$ cat src/rtl/pd_seq_pkg.sv
package pd_seq_pkg;
  typedef enum logic [3:0] {
    PD_OFF, PD_RET, PD_PUP, PD_RST, PD_CLKON, PD_ACT, PD_GATE, PD_ISO, PD_SAVE
  } pd_state_e;
endpackage

$ cat src/rtl/pd_req_slot.sv
module pd_req_slot (
  input  logic clk_i,
  input  logic rst_ni,
  input  logic open_i,
  input  logic close_i,
  input  logic ret_i,
  input  logic take_i,
  output logic vld_o,
  output logic open_o,
  output logic ret_o
);
  logic vld_q, open_q, ret_q;

  // newest request overwrites; open wins a same-cycle tie
  always_ff @(posedge clk_i or negedge rst_ni) begin
    if (!rst_ni) begin
      vld_q  <= 1'b0;
      open_q <= 1'b0;
      ret_q  <= 1'b0;
    end else if (open_i || close_i) begin
      vld_q  <= 1'b1;
      open_q <= open_i;
      ret_q  <= ret_i;
    end else if (take_i) begin
      vld_q  <= 1'b0;
    end
  end

  assign vld_o  = vld_q;
  assign open_o = open_q;
  assign ret_o  = ret_q;

  assert_take_valid_R9: assert property (@(posedge clk_i) disable iff (!rst_ni)
    take_i |-> vld_q);
endmodule

$ cat src/rtl/pd_dly_timer.sv
module pd_dly_timer #(
  parameter int DLY_W = 12
) (
  input  logic             clk_i,
  input  logic             rst_ni,
  input  logic             clr_i,
  input  logic             en_i,
  input  logic             sel_i,
  input  logic [DLY_W-1:0] lim_a_i,
  input  logic [DLY_W-1:0] lim_b_i,
  output logic             hit_o
);
  logic [DLY_W-1:0] cnt_q;
  logic [DLY_W-1:0] lim;

  assign lim   = sel_i ? lim_b_i : lim_a_i;
  assign hit_o = (cnt_q >= lim);

  always_ff @(posedge clk_i or negedge rst_ni) begin
    if (!rst_ni)     cnt_q <= '0;
    else if (clr_i)  cnt_q <= '0;
    else if (en_i && !hit_o) cnt_q <= cnt_q + 1'b1;
  end
endmodule

$ cat src/rtl/pd_seq_fsm.sv
module pd_seq_fsm
  import pd_seq_pkg::*;
#(
  parameter int NUM_CLK = 2
) (
  input  logic               clk_i,
  input  logic               rst_ni,
  input  logic               pend_vld_i,
  input  logic               pend_open_i,
  input  logic               pend_ret_i,
  input  logic [NUM_CLK-1:0] clk_req_i,
  input  logic               tmr_hit_i,
  output logic               take_o,
  output logic               tmr_clr_o,
  output logic               tmr_en_o,
  output logic               tmr_sel_o,
  output logic               pwr_on_o,
  output logic               ret_on_o,
  output logic               iso_o,
  output logic               save_o,
  output logic               restore_o,
  output logic [NUM_CLK-1:0] clk_en_o,
  output logic               done_o
);
  pd_state_e state_q, nxt;
  logic ret_path_q, ret_path_d;
  logic ack_now;
  logic [NUM_CLK-1:0] clk_en_q;
  logic done_q;

  always_comb begin
    nxt        = state_q;
    take_o     = 1'b0;
    ack_now    = 1'b0;
    ret_path_d = ret_path_q;
    unique case (state_q)
      PD_OFF: if (pend_vld_i) begin
        take_o = 1'b1;
        if (pend_open_i) begin nxt = PD_PUP; ret_path_d = 1'b0; end
        else ack_now = 1'b1;
      end
      PD_RET: if (pend_vld_i) begin
        take_o = 1'b1;
        if (pend_open_i) begin nxt = PD_PUP; ret_path_d = 1'b1; end
        else begin
          ack_now = 1'b1;
          if (!pend_ret_i) begin nxt = PD_OFF; ret_path_d = 1'b0; end
        end
      end
      PD_PUP:   if (tmr_hit_i) nxt = PD_RST;
      PD_RST:   if (tmr_hit_i) nxt = PD_CLKON;
      PD_CLKON: nxt = PD_ACT;
      PD_ACT: if (pend_vld_i) begin
        if (pend_open_i) begin take_o = 1'b1; ack_now = 1'b1; end
        else if (clk_req_i == '0) begin
          take_o = 1'b1; nxt = PD_GATE; ret_path_d = pend_ret_i;
        end
      end
      PD_GATE:  nxt = PD_ISO;
      PD_ISO:   nxt = PD_SAVE;
      PD_SAVE:  nxt = ret_path_q ? PD_RET : PD_OFF;
      default:  nxt = PD_OFF;
    endcase
  end

  always_ff @(posedge clk_i or negedge rst_ni) begin
    if (!rst_ni) begin
      state_q    <= PD_OFF;
      ret_path_q <= 1'b0;
      clk_en_q   <= '0;
      done_q     <= 1'b0;
    end else begin
      state_q    <= nxt;
      ret_path_q <= ret_path_d;
      clk_en_q   <= (nxt == PD_CLKON || nxt == PD_ACT) ? clk_req_i : '0;
      done_q     <= ack_now || state_q == PD_CLKON || state_q == PD_SAVE;
    end
  end

  assign tmr_clr_o = (nxt != state_q);
  assign tmr_en_o  = (state_q == PD_PUP) || (state_q == PD_RST);
  assign tmr_sel_o = (state_q == PD_RST);

  assign pwr_on_o  = !(state_q inside {PD_OFF, PD_RET});
  assign ret_on_o  = (state_q == PD_RET) ||
                     ((state_q inside {PD_PUP, PD_RST, PD_SAVE}) && ret_path_q);
  assign iso_o     = !(state_q inside {PD_ACT, PD_GATE});
  assign save_o    = (state_q == PD_SAVE);
  assign restore_o = (state_q == PD_RST);
  assign clk_en_o  = clk_en_q;
  assign done_o    = done_q;

  assert_iso_unpowered_R4: assert property (@(posedge clk_i) disable iff (!rst_ni)
    !pwr_on_o |-> iso_o);
  assert_clk_needs_power_R3: assert property (@(posedge clk_i) disable iff (!rst_ni)
    (clk_en_o != '0) |-> (pwr_on_o && !restore_o));
  assert_clk_after_restore_R3: assert property (@(posedge clk_i) disable iff (!rst_ni)
    ($rose(clk_en_o != '0) && iso_o) |-> $past(restore_o));
  assert_gate_before_iso_R6: assert property (@(posedge clk_i) disable iff (!rst_ni)
    $rose(iso_o) |-> ($past(clk_en_o) == '0));
  assert_save_before_off_R6: assert property (@(posedge clk_i) disable iff (!rst_ni)
    $fell(pwr_on_o) |-> $past(save_o));
  assert_ret_hold_R7: assert property (@(posedge clk_i) disable iff (!rst_ni)
    ($rose(pwr_on_o) && $past(ret_on_o)) |-> ret_on_o);
  assert_clk_follow_R5: assert property (@(posedge clk_i) disable iff (!rst_ni)
    (state_q == PD_ACT) |-> (clk_en_o == $past(clk_req_i)));
endmodule

$ cat src/rtl/pd_wake_seq.sv
module pd_wake_seq #(
  parameter int NUM_CLK = 2,
  parameter int DLY_W   = 12
) (
  input  logic               clk_i,
  input  logic               rst_ni,
  input  logic               open_req_i,
  input  logic               close_req_i,
  input  logic               close_ret_i,
  input  logic [NUM_CLK-1:0] clk_req_i,
  input  logic [DLY_W-1:0]   pwr_dly_i,
  input  logic [DLY_W-1:0]   restore_dly_i,
  output logic               pwr_on_o,
  output logic               ret_on_o,
  output logic               iso_o,
  output logic               save_o,
  output logic               restore_o,
  output logic [NUM_CLK-1:0] clk_en_o,
  output logic               done_o
);
  logic pend_vld, pend_open, pend_ret, take;
  logic tmr_clr, tmr_en, tmr_sel, tmr_hit;

  pd_req_slot u_slot (
    .clk_i  (clk_i),
    .rst_ni (rst_ni),
    .open_i (open_req_i),
    .close_i(close_req_i),
    .ret_i  (close_ret_i),
    .take_i (take),
    .vld_o  (pend_vld),
    .open_o (pend_open),
    .ret_o  (pend_ret)
  );

  pd_dly_timer #(.DLY_W(DLY_W)) u_tmr (
    .clk_i  (clk_i),
    .rst_ni (rst_ni),
    .clr_i  (tmr_clr),
    .en_i   (tmr_en),
    .sel_i  (tmr_sel),
    .lim_a_i(pwr_dly_i),
    .lim_b_i(restore_dly_i),
    .hit_o  (tmr_hit)
  );

  pd_seq_fsm #(.NUM_CLK(NUM_CLK)) u_fsm (
    .clk_i      (clk_i),
    .rst_ni     (rst_ni),
    .pend_vld_i (pend_vld),
    .pend_open_i(pend_open),
    .pend_ret_i (pend_ret),
    .clk_req_i  (clk_req_i),
    .tmr_hit_i  (tmr_hit),
    .take_o     (take),
    .tmr_clr_o  (tmr_clr),
    .tmr_en_o   (tmr_en),
    .tmr_sel_o  (tmr_sel),
    .pwr_on_o   (pwr_on_o),
    .ret_on_o   (ret_on_o),
    .iso_o      (iso_o),
    .save_o     (save_o),
    .restore_o  (restore_o),
    .clk_en_o   (clk_en_o),
    .done_o     (done_o)
  );
endmodule

$ cat config.mk
export PLATFORM = sky130hd
export DESIGN_NAME = pd_wake_seq
export DESIGN_NICKNAME = d
export VERILOG_FILES = /design/src/rtl/pd_seq_pkg.sv /design/src/rtl/pd_req_slot.sv /design/src/rtl/pd_dly_timer.sv /design/src/rtl/pd_seq_fsm.sv /design/src/rtl/pd_wake_seq.sv
export SDC_FILE = /design/constraint.sdc
export NUM_CORES = 1
export LEC_CHECK = 0
export BUFFER_PORTS_ARGS = -buffer_cell sky130_fd_sc_hd__buf_2
export CAP_MARGIN = 40
export CELL_PAD_IN_SITES_DETAIL_PLACEMENT = 1
export CELL_PAD_IN_SITES_GLOBAL_PLACEMENT = 2
export CORE_AREA = 2 2 84 86
export CTS_CLUSTER_SIZE = 10
export DETAILED_ROUTE_END_ITERATION = 8
export DIE_AREA = 0 0 86 88
export PLACE_DENSITY_LB_ADDON = 0.1
export SETUP_SLACK_MARGIN = 0.5
export SLEW_MARGIN = 20
export SYNTH_ARGS = -nofsm -noshare
export SYNTH_HDL_FRONTEND = slang
export SYNTH_SLANG_ARGS = --single-unit
$ cat constraint.sdc
create_clock -name clk_i -period 3.3 [get_ports clk_i]
set_input_delay 0.66 -clock clk_i [delete_from_list [all_inputs] [get_ports clk_i]]
set_output_delay 0.66 -clock clk_i [all_outputs]
set_load 0.01 [all_outputs]
==> summary.md, run 1 <==
| Metric | Value |
|---|---|
| Outcome | `complete, no violations` |
| Drt wl/cell | `16.35 um` |
| Lkg Pwr | `1.097 nW` |
| Net count, final | `299` |
| TritonCTS Sinks | `23` |
| Worst EP required | `3490 ps` |
| Overall power | `974.9 uW` |
| Global-route wire length before repair | `9.170 mm` |
| I/O pin count | `39` |
| Clock Path Buffers | `2` |
| EDFF count, synth | `0` |
| DR vias/cell | `5.462` |
| Final GP Congestion | `0.7031` |
| Antenna violations before repair | `0` |
| Non-Filler Instances | `333` |
| Port bufs | `38` |
| H-tree Lvls | `1` |
| Top FF cell, synth | `dfrtp_1` |
| # setup viols final | `0` |
| Startpoint Class | `register` |
| Final wirelength | `5.444 mm` |
| Pre-CTS setup slack | `196.8 ps` |
| Setup crit end kind | `register` |
| Fin. Hold Viols | `0` |
| R2R setup slack | `270 ps` |
| DP HPWL | `4.086 mm` |
| Antenna-violating nets left | `0` |
| Die Ht | `88 um` |
| Final Util | `36.97%` |
| Vias in the first global route | `1831` |
| GRT Residual Overflow | `0` |
| 1st-pass router iterations | `4` |
| Slew @ Worst Pin | `620.5 ps` |
| # diodes | `0` |
| Setup_tns | `0 ps` |
| Core Rows | `30` |
| Max VDD drop | `0.1298 mV` |
| Detailed-route via count | `1819` |
| Worst-Skew Late Latency | `270 ps` |
| DR iter-0 viols | `97` |
| CTS root buffer | `clkbuf_8` |
| Share of cells above drive strength 1 | `35.97%` |
| Tot GR Track Use | `15.25%` |
| Cells after Synth | `207` |
| Die width | `86 um` |
| Worst hold path class | `in2async` |
| Final setup skew | `2.679 ps` |
| WS Path Type | `reg2reg` |
| Number of synthesis warnings | `0` |
| CTS tree | `yes` |
| # DRC | `0` |
| Flops & latches, synth | `23` |
| CTS buffer count | `3` |
| CORE AREA | `6644 um^2` |
| Worst-path clk slew | `90 ps` |
| Mapped Avg Cell Area | `9.290 um^2` |
| Critical path arrival | `3220 ps` |
| Area Growth Syn to Fin | `27.72%` |
| Starting Density | `28.95%` |
| Slew headroom | `58.63%` |
| # fillers | `773` |
| Synth unique cells | `53` |
| Tmin final | `3035 ps` |
| Cell total after placement | `321` |
| Post-CTS Hold Buffers | `0` |
| Seq/Total Area, Yosys | `29.93%` |
| RSZ-0062 raised after global routing | `yes` |
| Pwr/cell area | `396.9 nW/um^2` |
| Final slew viol count | `0` |
| Async S/R FF share, synth | `100.0%` |
| Die area | `7568 um^2` |
| Tcrit/Tclk final | `91.96%` |
| F_max | `0.3295 GHz` |
| Fin worst setup slack | `265.3 ps` |
| Post-Synthesis Cell Area | `1923 um^2` |
| Largest net degree at the start of global routing | `24` |
| Syn nets | `252` |
| Crit Path Max Fanout | `12` |
| Max-Cap Viols | `0` |
-- cells by family after synthesis --
kind of cell               after synthesis  synth area share (%)
muxes                                   13                 6.897
buffers and inverters                   24                 5.400
AOI/OAI and AO/OA                       63                 26.67
DFF                                     23                 29.93
adders and majority gates               14                 9.109
and+or+nand+nor                         70                 21.99
-- Yosys cell counts, types with 7 or more instances --
| cell | instances | share of area [%] |
|---|---|---|
| dfrtp_1 | 23 | 30 |
| ha_1 | 14 | 9.1 |
| o31ai_1 | 14 | 5.5 |
| nand2_1 | 13 | 2.5 |
| or4_1 | 13 | 5.1 |
| mux2i_1 | 11 | 5.7 |
| a22oi_2 | 10 | 6.5 |
| a21oi_1 | 9 | 2.3 |
| clkbuf_1 | 9 | 1.8 |
| nor2_1 | 9 | 1.8 |
| inv_1 | 8 | 1.6 |
| nand3_1 | 7 | 1.8 |
-- critical path: stages, from the launching register on --
cell and delay (ps):
dfrtp_1 390, or3b_4 420, nor2_4 160, buf_12 160, buf_4 110, mux2i_1 190
ha_1 260, nand2_2 90, o21a_1 180, o221ai_4 160, buf_6 180, or4_1 470
a22oi_1 160
-- cell type report --
class	instances	area (um^2)	area share, %
multi-input combinational	160	1324	53.90
sequential	23	575.6	23.43
timing repair buffer	57	377.9	15.38
tap	80	100.1	4.075
clock buffer	4	45.04	1.834
inverter	9	33.78	1.375
-- where the power goes --
part           total (mW)  switching (mW)  internal [mW]  leakage [nW]
Clock               0.183          0.0963         0.0863        0.0228
Combinational       0.427           0.222          0.205         0.774
Sequential          0.365          0.0469          0.318         0.301
Total               0.975           0.366          0.609          1.10
-- final timing paths --
kind,start,end,depth (start not counted)
worst max-delay path,u_fsm.state_q[3]$_DFF_PN0_,u_tmr.cnt_q[6]$_DFFE_PN0P_,12
worst min-delay path,rst_ni,u_slot.open_o$_DFFE_PN0P_,1
worst max register to register,u_fsm.state_q[3]$_DFF_PN0_,u_tmr.cnt_q[6]$_DFFE_PN0P_,12
worst min register to register,u_tmr.cnt_q[5]$_DFFE_PN0P_,u_tmr.cnt_q[5]$_DFFE_PN0P_,2
max in group asynchronous,rst_ni,u_tmr.cnt_q[7]$_DFFE_PN0P_,1
min in group clk_i,u_tmr.cnt_q[5]$_DFFE_PN0P_,u_tmr.cnt_q[5]$_DFFE_PN0P_,2
-- cells in the final DEF, fill, tap and decap left out, drive strengths merged, types with 2 or more instances in the layout --
cell type and count:
o21ai 6, ha 14, a21oi 9, a211oi 3, o21a 3, buf 57, nand3 7, nor3 3
a22oi 13, nor2b 2, nand2 13, and3 4, o31ai 14, or3 2, nor4b 2, nand4 4
dfrtp 23, o22ai 2, mux2 2, or4 13, nor2 9, inv 9, a21o 2, mux2i 11
clkbuf 4, nand3b 2
-- state kept, by name, summed over array words and instances, names as in the netlist --
name / count
u_fsm.state_q: 4
u_slot.open_o: 1
u_slot.vld_o: 1
u_tmr.cnt_q: 12
u_fsm.done_o: 1
u_fsm.clk_en_o: 2
u_slot.ret_o: 1
u_fsm.ret_path_q: 1
-- layer usage --
layer / routed length [um] / GRT usage, % / vias to the layer above / share of wire [%]
li1: - / - / 903 / -
met1: 2658 / 20.94 / 873 / 49
met2: 2519 / 25.51 / 38 / 46
met3: 214 / 1.791 / 5 / 3.9
met4: 51 / 3.896 / 0 / 0.94
met5: 0 / 0 / - / 0
-- stage by stage --
step	cell area [um^2]	hold WS [ps]
after floorplan	2001	364.4
after global placement	2296	577.9
after detailed placement	2296	580.5
after CTS	2405	412.8
after global routing	2456	411.5
final	2456	388.6
-- timing repair --
action	CTS	global route
setup buffers	7	1
pin swaps	2	4
gates resized for setup	4	8
endpoints found under the setup margin	16	17
No activity file was read; power rests on OpenSTA's default activity.
==> run 2: changes to the inputs <==
--- a/config.mk
+++ b/config.mk
@@ -6,13 +6,13 @@
 export NUM_CORES = 1
 export LEC_CHECK = 0
 export BUFFER_PORTS_ARGS = -buffer_cell sky130_fd_sc_hd__buf_2
-export CAP_MARGIN = 40
 export CELL_PAD_IN_SITES_DETAIL_PLACEMENT = 1
 export CELL_PAD_IN_SITES_GLOBAL_PLACEMENT = 2
-export CORE_AREA = 2 2 84 86
+export CORE_AREA = 2 2 82 84
+export CTS_BUF_LIST = sky130_fd_sc_hd__clkbuf_8
 export CTS_CLUSTER_SIZE = 10
 export DETAILED_ROUTE_END_ITERATION = 8
-export DIE_AREA = 0 0 86 88
+export DIE_AREA = 0 0 84 86
 export PLACE_DENSITY_LB_ADDON = 0.1
 export SETUP_SLACK_MARGIN = 0.5
 export SLEW_MARGIN = 20
==> run 2 against run 1 <==
Compared with the run above: final area is 0.76% higher; final cell count is 0.60% higher; combinational power hardly changed; clock skew rose by 2.7 ps; first-iteration DRC count decreased by 44%; die area down 4.5%; fmax fell by 0.73%; routed wire length up 3.5%; non-clock buffer count up 5; critical path type unchanged; largest cell class unchanged.
==> summary.md, run 2 (same netlist as run 1, synthesis figures left out) <==
| Metric | Value |
|---|---|
| Critical Path, Cell by Cell | `or3b_4 -> nor2_4 -> buf_12 -> mux2i_1 -> ha_1 -> nand2_1 -> o21a_1 -> o221ai_4 -> buf_6 -> buf_4 -> or4_1 -> a22oi_2` |
| R2R Path End | `u_tmr.cnt_q[0]$_DFFE_PN0P_` |
| Worst Path Buf+Inv | `3 (unchanged)` |
| Commonest non-fill, non-tap cell in the layout | `buf_2` |
| Crit Path Max Fanout | `12 (unchanged)` |
| # setup viols final | `0 (unchanged)` |
| Die width | `84 um (-2.3%)` |
| Clock Path Buffers | `2 (unchanged)` |
| Final slew viol count | `0 (unchanged)` |
| Crit path max-delay family | `simple AND/OR/NAND/NOR gates` |
| Largest Register | `u_tmr.cnt_q` |
| FF/Latch Area | `575.6 um^2 (unchanged)` |
| Share of cells above drive strength 1 | `37.60% (+1.6 points)` |
| DR iter-0 viols | `54 (-44%)` |
| Crit-path max cell delay | `410 ps (-60 ps)` |
| Largest net degree at the start of global routing | `24 (unchanged)` |
| WS Path Type | `reg2reg` |
| Final Util | `39.43% (+2.5 points)` |
| 1st-pass router iterations | `4 (unchanged)` |
| Global-route wire length before repair | `9.273 mm (+1.1%)` |
| Area Growth Syn to Fin | `28.69%` |
| Tcrit/Tclk final | `92.64% (+0.68 points)` |
| Startpoint Class | `register` |
| Slew headroom | `58.28% (-0.35 points)` |
| Lkg Pwr | `1.122 nW (+2.3%)` |
| # DRC | `0 (unchanged)` |
| Net count, final | `304 (+1.7%)` |
| Starting Density | `30.64% (+1.7 points)` |
| Setup_tns | `0 ps (unchanged)` |
| Worst-path clk slew | `90 ps (about the same)` |
| Worst-Skew Late Latency | `270 ps (about the same)` |
| Antenna violations before repair | `0 (unchanged)` |
| Worst hold path class | `in2async` |
| Post-CTS Hold Buffers | `0 (unchanged)` |
| Pwr/cell area | `393.2 nW/um^2 (-0.95%)` |
| CORE AREA | `6277 um^2 (-5.5%)` |
| Outcome | `complete, no violations` |
| F_max | `0.3271 GHz (-0.73%)` |
| Fin worst setup slack | `242.9 ps (-22.36 ps)` |
| Placed cell areas | `2287 um^2 (-0.38%)` |
| Vias in the first global route | `1843 (+0.66%)` |
| Fin. Hold Viols | `0 (unchanged)` |
| Die area | `7224 um^2 (-4.5%)` |
| H-tree Lvls | `1 (unchanged)` |
| Final instance area | `2475 um^2 (+0.76%)` |
| CTS tree | `yes` |
| Final GP Congestion | `0.7111 (+1.1%)` |
| CTS root buffer | `clkbuf_8` |
| Antenna-violating nets left | `0 (unchanged)` |
| Commonest cells after routing, fill and taps aside | `38 x buf_2, 23 x dfrtp_1, 20 x buf_4` |
| # fillers | `757 (-2.1%)` |
| I/O pin count | `39 (unchanged)` |
| Core Rows | `29 (-3.3%)` |
| # diodes | `0 (unchanged)` |
| Detailed-route via count | `1868 (+2.7%)` |
| Critical path arrival | `3260 ps (+40 ps)` |
| R2R setup slack | `240 ps (-20 ps)` |
| Setup crit end kind | `register` |
| GRT Residual Overflow | `0 (unchanged)` |
| Final wirelength | `5.636 mm (+3.5%)` |
| Slew @ Worst Pin | `625.8 ps (+5.286 ps)` |
| DP HPWL | `4.118 mm (+0.76%)` |
| Port bufs | `38 (unchanged)` |
| Tmin final | `3057 ps (+22.36 ps)` |
| Drt wl/cell | `16.82 um (+2.9%)` |
| RSZ-0062 raised after global routing | `yes` |
| Max-Cap Viols | `0 (unchanged)` |
| CTS buffer count | `3 (unchanged)` |
| TritonCTS Sinks | `23 (unchanged)` |
| Die Ht | `86 um (-2.3%)` |
| Worst EP required | `3500 ps (about the same)` |
| Max FFs per register | `12 (unchanged)` |
| DR vias/cell | `5.576 (+2.1%)` |
| Max VDD drop | `0.1514 mV (+17%)` |
| Multi-input logic area | `1321 um^2 (-0.19%)` |
| Pre-CTS setup slack | `142.2 ps (-54.65 ps)` |
| Tot GR Track Use | `15.85% (+0.60 points)` |
| Slowest cell on the critical path | `or3b_4` |
| R2r worst-path depth | `12 (unchanged)` |
| Final setup skew | `5.428 ps (+2.750 ps)` |
| R2r startpoint | `u_fsm.state_q[3]$_DFF_PN0_` |
## run 2: cell types whose count changed in the layout (fill, tap and decap cells not counted), sizes merged
| cell | previous run | this run |
|---|---|---|
| inv | 9 | 10 |
| clkbuf | 4 | 3 |
| buf | 57 | 62 |
## run 2: layer usage
metal	up-vias	routed length (um)	global-route usage, %
met3	5	197	1.829
li1	910	-	-
met4	0	57	3.959
met1	914	2566	20.45
met5	-	0	0
met2	39	2815	28.29
## run 2: area by class of cell
type	count	share of cell area [%]
multi-input cells	160	53.39
flip-flops and latches	23	23.26
repair buffers	62	16.28
well taps	77	3.893
clock buffers	3	1.668
inverters	9	1.365
clock inverters	1	0.1517
## run 2: metrics by stage
step / hold slack, ps / total power, mW / std cells
finish: 377.5 / 0.9730 / 335
CTS: 390.5 / 0.9749 / 328
global placement: 564.4 / 0.7768 / 319
detailed placement: 569.7 / 0.7813 / 319
global route: 410.5 / 1.055 / 335
floorplan: 364.4 / 0.6562 / 207
## run 2: worst max-delay path by stage
| stage | endpoint | slack (ps) | cells after the start | from |
|---|---|---|---|---|
| 2_1_floorplan | u_tmr.cnt_q[10]$_DFFE_PN0P_ | 290 | 12 | u_fsm.state_q[3]$_DFF_PN0_ |
| 3_3_place_gp | u_tmr.cnt_q[7]$_DFFE_PN0P_ | 190 | 11 | u_fsm.state_q[3]$_DFF_PN0_ |
| 3_5_place_dp | u_tmr.cnt_q[6]$_DFFE_PN0P_ | 140 | 10 | u_fsm.state_q[3]$_DFF_PN0_ |
| 4_1_cts | u_tmr.cnt_q[6]$_DFFE_PN0P_ | 230 | 10 | u_fsm.state_q[3]$_DFF_PN0_ |
| 5_1_grt | u_tmr.cnt_q[0]$_DFFE_PN0P_ | 90 | 12 | u_fsm.state_q[3]$_DFF_PN0_ |
| 6_report | u_tmr.cnt_q[0]$_DFFE_PN0P_ | 240 | 12 | u_fsm.state_q[3]$_DFF_PN0_ |
## run 2: where the power goes
group	switching, mW	total [mW]	internal (mW)
Combinational	0.220	0.427	0.207
Clock	0.0989	0.182	0.0834
Sequential	0.0460	0.364	0.318
Total	0.365	0.973	0.608
## run 2: worst reg2reg max path, stage by stage (launching register included)
cell and delay [ps]:
dfrtp_1 390, or3b_4 410, nor2_4 170, buf_12 160, mux2i_1 240, ha_1 270, nand2_1 120, o21a_1 170
o221ai_4 170, buf_6 170, buf_4 150, or4_1 410, a22oi_2 160
## run 2: repair_timing
item | CTS | global route
setup endpoints to repair | 17 | 17
setup buffers | 4 | 7
gates cloned | 1 | 0
resized for setup | 7 | 8
pin swaps | 3 | 5
==> run 3: changes to the inputs <==
--- a/config.mk
+++ b/config.mk
@@ -13,7 +13,7 @@
 export CTS_CLUSTER_SIZE = 10
 export DETAILED_ROUTE_END_ITERATION = 8
 export DIE_AREA = 0 0 84 86
-export PLACE_DENSITY_LB_ADDON = 0.1
+export PLACE_DENSITY_LB_ADDON = 0.25
 export SETUP_SLACK_MARGIN = 0.5
 export SLEW_MARGIN = 20
 export SYNTH_ARGS = -nofsm -noshare
==> run 3 against run 2 <==
Compared with the run above: final area rose by 9.6%; clock skew down 1.0 ps; largest power group unchanged; critical endpoint is now u_tmr.cnt_q[1]$_DFFE_PN0P_; setup slack got worse by 37 ps; critical path type unchanged.
==> summary.md, run 3 (same netlist as run 1, synthesis figures left out) <==
| Metric | Value |
|---|---|
| Outcome | `complete, no violations` |
| Slew headroom | `56.25% (-2.0 points)` |
| Crit path max-delay family | `simple AND/OR/NAND/NOR gates` |
| Worst-Skew Late Latency | `270 ps (about the same)` |
| R2R setup slack | `210 ps (-40 ps)` |
| CTS tree | `yes` |
| Vias in the first global route | `1942 (+5.4%)` |
| CTS buffer count | `3 (unchanged)` |
| CORE AREA | `6277 um^2 (unchanged)` |
| # setup viols final | `0 (unchanged)` |
| Tmin final | `3094 ps (+37.40 ps)` |
| Global-route wire length before repair | `9.584 mm (+3.4%)` |
| Commonest cells after routing, fill and taps aside | `38 x buf_2, 23 x dfrtp_1, 19 x buf_4, 13 x ha_1` |
| Largest Register | `u_tmr.cnt_q` |
| DR vias/cell | `5.660 (+1.5%)` |
| Fin. Hold Viols | `0 (unchanged)` |
| H-tree Lvls | `1 (unchanged)` |
| Commonest non-fill, non-tap cell in the layout | `buf_2` |
| Worst Path Buf+Inv | `4 (+1)` |
| DR iter-0 viols | `87 (+61%)` |
| Clock Path Buffers | `2 (unchanged)` |
| Final slew viol count | `0 (unchanged)` |
| DP HPWL | `4.043 mm (-1.8%)` |
| Worst hold path class | `in2async` |
| Die Ht | `86 um (unchanged)` |
| Pwr/cell area | `379.9 nW/um^2 (-3.4%)` |
| Most frequent CP cell | `buf_12` |
| Crit-path max cell delay | `470 ps (+60 ps)` |
| Antenna-violating nets left | `0 (unchanged)` |
| I/O pin count | `39 (unchanged)` |
| Setup crit end kind | `register` |
| R2r worst-path depth | `13 (+1)` |
| Overall power | `1.031 mW (+5.9%)` |
| Worst EP required | `3490 ps (about the same)` |
| Tcrit/Tclk final | `93.77% (+1.1 points)` |
| Max FFs per register | `12 (unchanged)` |
| F_max | `0.3232 GHz (-1.2%)` |
| Port bufs | `38 (unchanged)` |
| Detailed-route via count | `1947 (+4.2%)` |
| TritonCTS Sinks | `23 (unchanged)` |
| CP Depth | `13 (+1)` |
| R2R Path End | `u_tmr.cnt_q[1]$_DFFE_PN0P_` |
| Area Growth Syn to Fin | `41.05%` |
| Lkg Pwr | `1.199 nW (+6.8%)` |
| Final GP Congestion | `0.7790 (+9.5%)` |
| Final wirelength | `6.079 mm (+7.9%)` |
| Die area | `7224 um^2 (unchanged)` |
| Final setup skew | `4.389 ps (-1.039 ps)` |
| Max VDD drop | `0.2050 mV (+35%)` |
| GRT Residual Overflow | `0 (unchanged)` |
| 1st-pass router iterations | `4 (unchanged)` |
| # DRC | `0 (unchanged)` |
| Starting Density | `30.64% (unchanged)` |
| Core Rows | `29 (unchanged)` |
| Critical path origin | `u_fsm.state_q[3]$_DFF_PN0_` |
| Die width | `84 um (unchanged)` |
| Max-Cap Viols | `0 (unchanged)` |
| CTS root buffer | `clkbuf_8` |
| Drt wl/cell | `17.67 um (+5.0%)` |
| Share of cells above drive strength 1 | `46.07% (+8.5 points)` |
| Antenna violations before repair | `0 (unchanged)` |
| Setup crit end | `u_tmr.cnt_q[1]$_DFFE_PN0P_` |
| Slowest cell on the critical path | `or4_4` |
| RSZ-0062 raised after global routing | `yes` |
| Startpoint Class | `register` |
| Setup_tns | `0 ps (unchanged)` |
| Final Util | `43.21% (+3.8 points)` |
| Crit Path Max Fanout | `8 (-4)` |
| Slew @ Worst Pin | `656.3 ps (+30.54 ps)` |
| Largest net degree at the start of global routing | `24 (unchanged)` |
| R2r startpoint | `u_fsm.state_q[3]$_DFF_PN0_` |
| Net count, final | `313 (+3.0%)` |
| Critical path arrival | `3280 ps (+20 ps)` |
| # fillers | `719 (-5.0%)` |
| Worst-path clk slew | `90 ps (about the same)` |
| # diodes | `0 (unchanged)` |
| Critical Path, Cell by Cell | `or3b_4 -> nor2_4 -> buf_12 -> buf_6 -> mux2_4 -> ha_4 -> nor2_2 -> a21oi_1 -> o31a_1 -> buf_12 -> buf_16 -> or4_4 -> a22oi_2` |
| WS Path Type | `reg2reg` |
| Tot GR Track Use | `16.30% (+0.45 points)` |
## run 3: cell types whose count changed in the layout (fill, tap and decap cells not counted), sizes merged
cell	previous run	this run
o221ai	1	2
buf	62	70
## run 3: what timing repair did
action | CTS | global route
hold buffers | 0 | 0
pin swaps | 29 | 18
endpoints found under the setup margin | 17 | 17
gates cloned | 2 | 1
setup buffers | 7 | 10
gates resized for setup | 15 | 24
## run 3: final cells by class
type / count / area, um^2 / area share [%]
Timing Repair Buffer: 70 / 538.0 / 19.83
Inverter: 9 / 33.78 / 1.245
Clock inverter: 1 / 3.754 / 0.1384
Sequential cell: 23 / 575.6 / 21.22
Multi-Input combinational cell: 161 / 1424 / 52.49
Clock buffer: 3 / 41.29 / 1.522
Tap cell: 77 / 96.34 / 3.552
## run 3: how the worst min path moves through the flow
stage / endpoint / cells past startpoint / slack, ps
5_1_grt: u_slot.open_o$_DFFE_PN0P_ / 1 / 410
4_1_cts: u_slot.open_o$_DFFE_PN0P_ / 1 / 390
3_3_place_gp: u_tmr.cnt_q[11]$_DFFE_PN0P_ / 2 / 570
6_report: u_slot.ret_o$_DFFE_PN0P_ / 1 / 370
3_5_place_dp: u_tmr.cnt_q[11]$_DFFE_PN0P_ / 2 / 570
2_1_floorplan: u_fsm.clk_en_o[0]$_DFF_PN0_ / 0 / 360
## run 3: metrics by stage
step	hold WS, ps	instances	setup slack, ps	area (um^2)
after floorplan	364.4	207	294.5	2001
after global placement	571.5	320	215.8	2295
after detailed placement	574.5	320	178.3	2295
after CTS	394.2	333	197.9	2530
after global routing	407.9	344	83.76	2713
final	374.4	344	205.5	2713
## run 3: per-layer routing
layer	vias up	track usage [%]	routed length, um
met5	-	0	0
met4	0	2.639	30
met3	2	2.021	298
met2	51	29.16	2945
met1	959	21.49	2804
li1	935	-	-
## run 3: power by group
group / internal, mW / switching [mW]
clock: 0.0832 / 0.0995
combinational: 0.239 / 0.243
sequential: 0.318 / 0.0479
